<file path="src/rtl/biquad_pkg.sv">
package biquad_pkg;
  typedef enum logic [2:0] {C_ONE, C_FB1, C_FB2, C_FF0, C_FF1, C_FF2} coef_sel_e;
  typedef enum logic [1:0] {D_SAMPLE, D_ACC, D_ST1, D_ST2} data_sel_e;
  typedef enum logic [1:0] {ACC_HOLD, ACC_LOAD, ACC_ADD} acc_op_e;

  localparam int STEP_W     = 4;
  localparam int ST_FB1     = 1;
  localparam int ST_FB2     = 2;
  localparam int ST_FBA1    = 3;
  localparam int ST_FBA2    = 4;
  localparam int ST_FF0     = 5;
  localparam int ST_FF1     = 6;
  localparam int ST_FF2     = 7;
  localparam int ST_FFA1    = 8;
  localparam int ST_FFA2    = 9;
  localparam int ST_PUBLISH = 10;
endpackage

</file>
<file path="src/rtl/biquad_mul.sv">
module biquad_mul #(
  parameter int COEF_W = 16,
  parameter int DATA_W = 12,
  localparam int PROD_W = COEF_W + DATA_W
) (
  input  logic                     clk_i,
  input  logic                     rst_ni,
  input  logic signed [COEF_W-1:0] coef_i,
  input  logic signed [DATA_W-1:0] data_i,
  output logic signed [PROD_W-1:0] prod_o
);
  logic signed [COEF_W-1:0] coef_q;
  logic signed [DATA_W-1:0] data_q;

  always_ff @(posedge clk_i or negedge rst_ni) begin
    if (!rst_ni) begin
      coef_q <= '0;
      data_q <= '0;
      prod_o <= '0;
    end else begin
      coef_q <= coef_i;
      data_q <= data_i;
      prod_o <= PROD_W'(coef_q) * PROD_W'(data_q);
    end
  end
endmodule

</file>
<file path="src/rtl/biquad_acc.sv">
module biquad_acc
  import biquad_pkg::*;
#(
  parameter int ACC_W = 28,
  parameter int SHIFT = 2
) (
  input  logic                    clk_i,
  input  logic                    rst_ni,
  input  acc_op_e                 op_i,
  input  logic signed [ACC_W-1:0] prod_i,
  output logic signed [ACC_W-1:0] acc_o
);
  logic signed [ACC_W-1:0] addend;
  assign addend = prod_i <<< SHIFT;

  always_ff @(posedge clk_i or negedge rst_ni) begin
    if (!rst_ni) acc_o <= '0;
    else begin
      case (op_i)
        ACC_LOAD: acc_o <= addend;
        ACC_ADD:  acc_o <= acc_o + addend;
        default:  acc_o <= acc_o;
      endcase
    end
  end

  a_r2_acc_hold: assert property (@(posedge clk_i) disable iff (!rst_ni)
    (op_i == ACC_HOLD) |=> $stable(acc_o));
endmodule

</file>
<file path="src/rtl/biquad_seq.sv">
module biquad_seq
  import biquad_pkg::*;
(
  input  logic      clk_i,
  input  logic      rst_ni,
  input  logic      start_i,
  output coef_sel_e coef_sel_o,
  output data_sel_e data_sel_o,
  output acc_op_e   acc_op_o,
  output logic      st0_en_o,
  output logic      publish_o,
  output logic      done_o
);
  logic              busy_q;
  logic [STEP_W-1:0] step_q;
  logic              accept;

  assign accept = !busy_q && start_i;

  always_comb begin
    coef_sel_o = C_ONE;
    data_sel_o = D_SAMPLE;
    acc_op_o   = ACC_HOLD;
    st0_en_o   = 1'b0;
    publish_o  = 1'b0;
    if (busy_q) begin
      case (int'(step_q))
        ST_FB1:     begin coef_sel_o = C_FB1; data_sel_o = D_ST1; end
        ST_FB2:     begin coef_sel_o = C_FB2; data_sel_o = D_ST2; acc_op_o = ACC_LOAD; end
        ST_FBA1:    acc_op_o = ACC_ADD;
        ST_FBA2:    acc_op_o = ACC_ADD;
        ST_FF0:     begin coef_sel_o = C_FF0; data_sel_o = D_ACC; st0_en_o = 1'b1; end
        ST_FF1:     begin coef_sel_o = C_FF1; data_sel_o = D_ST1; end
        ST_FF2:     begin coef_sel_o = C_FF2; data_sel_o = D_ST2; acc_op_o = ACC_LOAD; end
        ST_FFA1:    acc_op_o = ACC_ADD;
        ST_FFA2:    acc_op_o = ACC_ADD;
        ST_PUBLISH: publish_o = 1'b1;
        default:    ;
      endcase
    end
  end

  always_ff @(posedge clk_i or negedge rst_ni) begin
    if (!rst_ni) begin
      busy_q <= 1'b0;
      step_q <= '0;
      done_o <= 1'b0;
    end else begin
      done_o <= publish_o;
      if (accept) begin
        busy_q <= 1'b1;
        step_q <= STEP_W'(ST_FB1);
      end else if (busy_q) begin
        if (int'(step_q) == ST_PUBLISH) begin
          busy_q <= 1'b0;
          step_q <= '0;
        end else begin
          step_q <= step_q + 1'b1;
        end
      end
    end
  end

  a_r5_done_pulse: assert property (@(posedge clk_i) disable iff (!rst_ni)
    done_o |=> !done_o);
  a_r5_done_idle: assert property (@(posedge clk_i) disable iff (!rst_ni)
    done_o |-> !busy_q);
  a_r6_no_restart: assert property (@(posedge clk_i) disable iff (!rst_ni)
    (busy_q && start_i) |=> (int'(step_q) != ST_FB1));
endmodule

</file>
<file path="src/rtl/biquad_tm.sv">
module biquad_tm
  import biquad_pkg::*;
#(
  parameter int DATA_W   = 12,
  parameter int COEF_W   = 16,
  parameter int COEF_FRAC = 14,
  parameter logic signed [COEF_W-1:0] FB1_COEF = 16'sd7402,
  parameter logic signed [COEF_W-1:0] FB2_COEF = 16'sd8176,
  parameter logic signed [COEF_W-1:0] FF0_COEF = 16'sd201,
  parameter logic signed [COEF_W-1:0] FF1_COEF = 16'sd403,
  parameter logic signed [COEF_W-1:0] FF2_COEF = 16'sd201,
  localparam int ACC_W = COEF_W + DATA_W
) (
  input  logic              clk_i,
  input  logic              rst_ni,
  input  logic              sample_valid_i,
  input  logic [DATA_W-1:0] sample_i,
  input  logic              out_en_i,
  output logic [ACC_W-1:0]  y_o,
  output logic              done_o
);
  localparam int SHIFT  = ACC_W - DATA_W - COEF_FRAC;
  localparam int NSTATE = 2;
  localparam logic signed [COEF_W-1:0] ONE_COEF = COEF_W'(1 << COEF_FRAC);

  coef_sel_e coef_sel;
  data_sel_e data_sel;
  acc_op_e   acc_op;
  logic      st0_en, publish;

  logic signed [COEF_W-1:0] coef_mux;
  logic signed [DATA_W-1:0] data_mux;
  logic signed [ACC_W-1:0]  prod, acc;
  logic signed [DATA_W-1:0] acc_top;
  logic signed [DATA_W-1:0] st0_q;
  logic signed [DATA_W-1:0] st_q [NSTATE];
  logic        [ACC_W-1:0]  y_q;

  assign acc_top = acc[ACC_W-1 -: DATA_W];

  biquad_seq u_seq (
    .clk_i      (clk_i),
    .rst_ni     (rst_ni),
    .start_i    (sample_valid_i),
    .coef_sel_o (coef_sel),
    .data_sel_o (data_sel),
    .acc_op_o   (acc_op),
    .st0_en_o   (st0_en),
    .publish_o  (publish),
    .done_o     (done_o)
  );

  always_comb begin
    case (coef_sel)
      C_FB1:   coef_mux = FB1_COEF;
      C_FB2:   coef_mux = FB2_COEF;
      C_FF0:   coef_mux = FF0_COEF;
      C_FF1:   coef_mux = FF1_COEF;
      C_FF2:   coef_mux = FF2_COEF;
      default: coef_mux = ONE_COEF;
    endcase
    case (data_sel)
      D_ACC:   data_mux = acc_top;
      D_ST1:   data_mux = st_q[0];
      D_ST2:   data_mux = st_q[1];
      default: data_mux = sample_i;
    endcase
  end

  biquad_mul #(.COEF_W(COEF_W), .DATA_W(DATA_W)) u_mul (
    .clk_i  (clk_i),
    .rst_ni (rst_ni),
    .coef_i (coef_mux),
    .data_i (data_mux),
    .prod_o (prod)
  );

  biquad_acc #(.ACC_W(ACC_W), .SHIFT(SHIFT)) u_acc (
    .clk_i  (clk_i),
    .rst_ni (rst_ni),
    .op_i   (acc_op),
    .prod_i (prod),
    .acc_o  (acc)
  );

  always_ff @(posedge clk_i or negedge rst_ni) begin
    if (!rst_ni) begin
      st0_q <= '0;
      y_q   <= '0;
      for (int k = 0; k < NSTATE; k++) st_q[k] <= '0;
    end else begin
      if (st0_en) st0_q <= acc_top;
      if (publish) begin
        y_q     <= acc;
        st_q[0] <= st0_q;
        for (int k = 1; k < NSTATE; k++) st_q[k] <= st_q[k-1];
      end
    end
  end

  assign y_o = out_en_i ? {y_q[ACC_W-2:0], 1'b0} : '0;

  a_r4_shift: assert property (@(posedge clk_i) disable iff (!rst_ni)
    publish |=> (st_q[1] == $past(st_q[0])) && (st_q[0] == $past(st0_q)));
  a_r7_y_hold: assert property (@(posedge clk_i) disable iff (!rst_ni)
    !publish |=> $stable(y_q));
  a_r5_done_follows: assert property (@(posedge clk_i) disable iff (!rst_ni)
    publish |=> done_o);
endmodule

</file>
<file path="config.mk">
export PLATFORM = sky130hd
export DESIGN_NAME = biquad_tm
export DESIGN_NICKNAME = d
export VERILOG_FILES = /design/src/rtl/biquad_pkg.sv /design/src/rtl/biquad_mul.sv /design/src/rtl/biquad_acc.sv /design/src/rtl/biquad_seq.sv /design/src/rtl/biquad_tm.sv
export SDC_FILE = /design/constraint.sdc
export NUM_CORES = 1
export LEC_CHECK = 0
export BUFFER_PORTS_ARGS = -buffer_cell sky130_fd_sc_hd__buf_2
export CAP_MARGIN = 20
export CORE_ASPECT_RATIO = 1.2
export CORE_MARGIN = 3
export CORE_UTILIZATION = 25
export DETAILED_ROUTE_END_ITERATION = 6
export GPL_ROUTABILITY_DRIVEN = 0
export PLACE_DENSITY = 0.47
export SLEW_MARGIN = 10
export SYNTH_ARGS = -nofsm -noshare
export SYNTH_HDL_FRONTEND = slang
export SYNTH_HIERARCHICAL = 1
export SYNTH_SLANG_ARGS = --single-unit
</file>
<file path="constraint.sdc">
create_clock -name clk_i -period 6.76 [get_ports clk_i]
set_clock_uncertainty 0.1 [all_clocks]
set_input_delay 0.676 -clock clk_i [delete_from_list [all_inputs] [get_ports clk_i]]
set_output_delay 0.676 -clock clk_i [all_outputs]
set_load 0.01 [all_outputs]
</file>
==> flow_summary.json <==
{
  "status": "finished clean",
  "max_stage_delay_ps": 580,
  "synthCells": 1397,
  "final.setup.tns_ps": 0,
  "diodes": 0,
  "ctsHoldBuffers": 0,
  "core.rowCount": 94,
  "rrSetupSlack_ps": 1240,
  "rsz0062_at_grt": "false",
  "initial_core_util": 0.2545,
  "finalCriticalPeriod_ps": 5516,
  "holdWs_ps": 196.4,
  "drt_pass1_iterations": 4,
  "synth_warnings": 6,
  "grt_pass1_wl_microns": 55680,
  "die_w_microns": 222.3,
  "fin_crit_sh": 0.8160,
  "antenna_left": 0,
  "utilization": 0.2816,
  "clockBufferDepth": 2,
  "endpoint_kind": "flop",
  "crit_path_end": "u_mul/prod_o[24]",
  "cp.arrival_ps": 5750,
  "cp_num_buf_inv": 3,
  "fmax_mhz": 181.3,
  "cp_data_required_time_ps": 6990,
  "reg2reg_depth": 16,
  "syn_area_sq_um": 14040,
  "nets": 1681,
  "worst_pin_slew_ps": 1100,
  "io_buffers": 43,
  "timing.rr.end": "u_mul/prod_o[24]",
  "vias_per_cell": 4.438,
  "overflow": 0,
  "drc_errors": 0,
  "clkTransAtPathRegs_ps": 80,
  "h-tree-depth": 4,
  "path_delay_family": "adder cells",
  "drv_slew": 0,
  "crit_top_cell": "fa_1",
  "hold_viol": 0,
  "wl_per_cell_microns": 15.59,
  "cp_slowest_cell": "fa_1",
  "cts_buffers": 17,
  "dp_hpwl_microns": 26430,
  "area_delta_synth_final_pct": 10.62,
  "drive_gt1_frac": 0.1268,
  "io_pins": 45,
  "grt_pass1_vias": 10190,
  "post_cts_resized": 0,
  "clkLatencyLatePin_ps": 440,
  "cp_max_fo": 11,
  "syn_area_per_cell_sq_um": 10.05,
  "max_cap_violations": 0,
  "core-area_sq_um": 55160,
  "cts_tree": "built",
  "antenna_found_initial": 1,
  "crit_start": "u_mul/data_q[11]",
  "drt_iter0_drc": 422,
  "critPathLaunchType": "flop",
  "critical_path_class": "flop to flop",
  "root_buffer": "clkbuf_16",
  "maxSlewHeadroom": 0.2653,
  "clock_sinks": 149,
  "postCtsSetupRepairBufs": 0,
  "drt_wl_total_microns": 33370,
  "die_h_microns": 265.6,
  "grt_max_degree": 96,
  "r2r-start": "u_mul/data_q[11]",
  "hold_path.class": "primary input to async pin",
  "vias": 9498,
  "dieArea_sq_um": 59060,
  "track_usage": 0.1174,
  "setup_viol": 0,
  "crit_cells": 16,
  "path_cells": "inv_1 > nor2_1 > fa_1 > fa_1 > fa_1 > fa_1 > inv_1 > fa_1 > inv_1 > ha_1 > or2_1 > and4b_1 > o21ai_0 > o211ai_2 > o21a_1 > xor2_1"
}
==> layout make-up <==
class                      count  area [sq um]
multi-input combinational    958          9179
clock inverter                15         153.9
fill                        5732         39630
clock buffer                  17         425.4
timing repair buffer          50         277.8
inverter                     231         867.1
tap                          720         900.9
sequential                   149          3729
==> how the worst min path moves through the flow <==
stage	start	to	slack, ps	cells after the start
after detailed placement	st0_q[4]	st_q[16]	390	1
after floorplan	rst_ni	st0_q[0]	280	0
final	rst_ni	y_q[1]	200	1
after global placement	st_q[1]	st_q[1]	380	1
after global routing	rst_ni	y_q[1]	270	1
after CTS	rst_ni	y_q[1]	250	1
==> metal layers <==
metal | vias up | track usage | wire, microns
li1 | 4467 | - | -
met1 | 4872 | 0.1474 | 14800
met2 | 128 | 0.2129 | 17260
met3 | 31 | 0.01302 | 717
met4 | 0 | 0.03455 | 589
met5 | - | 0 | 0
==> registers in the layout, summed over array words and instances (netlist names) <==
register and flops:
y_q 27, u_acc/acc_o 26, u_mul/prod_o 26, st_q 24
u_mul/coef_q 16, st0_q 12, u_mul/data_q 12, u_seq/step_q 4
u_seq/busy_q 1, u_seq/done_o 1
==> worst register-to-register path, delay by kind of cell (launching register included) <==
kind,cells,cell delay (ps)
flip-flops,1,470
AO/OA/AOI/OAI,3,470
buffers and inverters,3,510
XOR/XNOR,1,130
adder cells (fa/ha/maj),6,3130
AND/OR/NAND/NOR,3,580
==> cell usage in the layout (no fill, tap or decap), types with 17 or more instances in the layout <==
| cell | instances |
|---|---|
| a21o_1 | 20 |
| clkbuf_16 | 17 |
| xnor2_1 | 27 |
| ha_1 | 83 |
| nor2_1 | 36 |
| nand2_1 | 160 |
| inv_1 | 231 |
| a21oi_1 | 60 |
| and2_1 | 87 |
| buf_2 | 42 |
| o21ai_0 | 37 |
| fa_1 | 175 |
| mux2_2 | 63 |
| dfrtp_1 | 149 |
==> stage by stage <==
stage                     worst slack, ps  instance area [sq um]  std cells
after floorplan                      1672                  14060       1401
after global placement               1307                  14940       2107
after detailed placement             1277                  14950       2108
after CTS                            1228                  15530       2140
after global routing                834.8                  15530       2140
final                                1244                  15530       2140
Power is left out: the tool's default activity adds up to more than one toggle a clock period on the data nets, which glitch-free logic cannot reach.
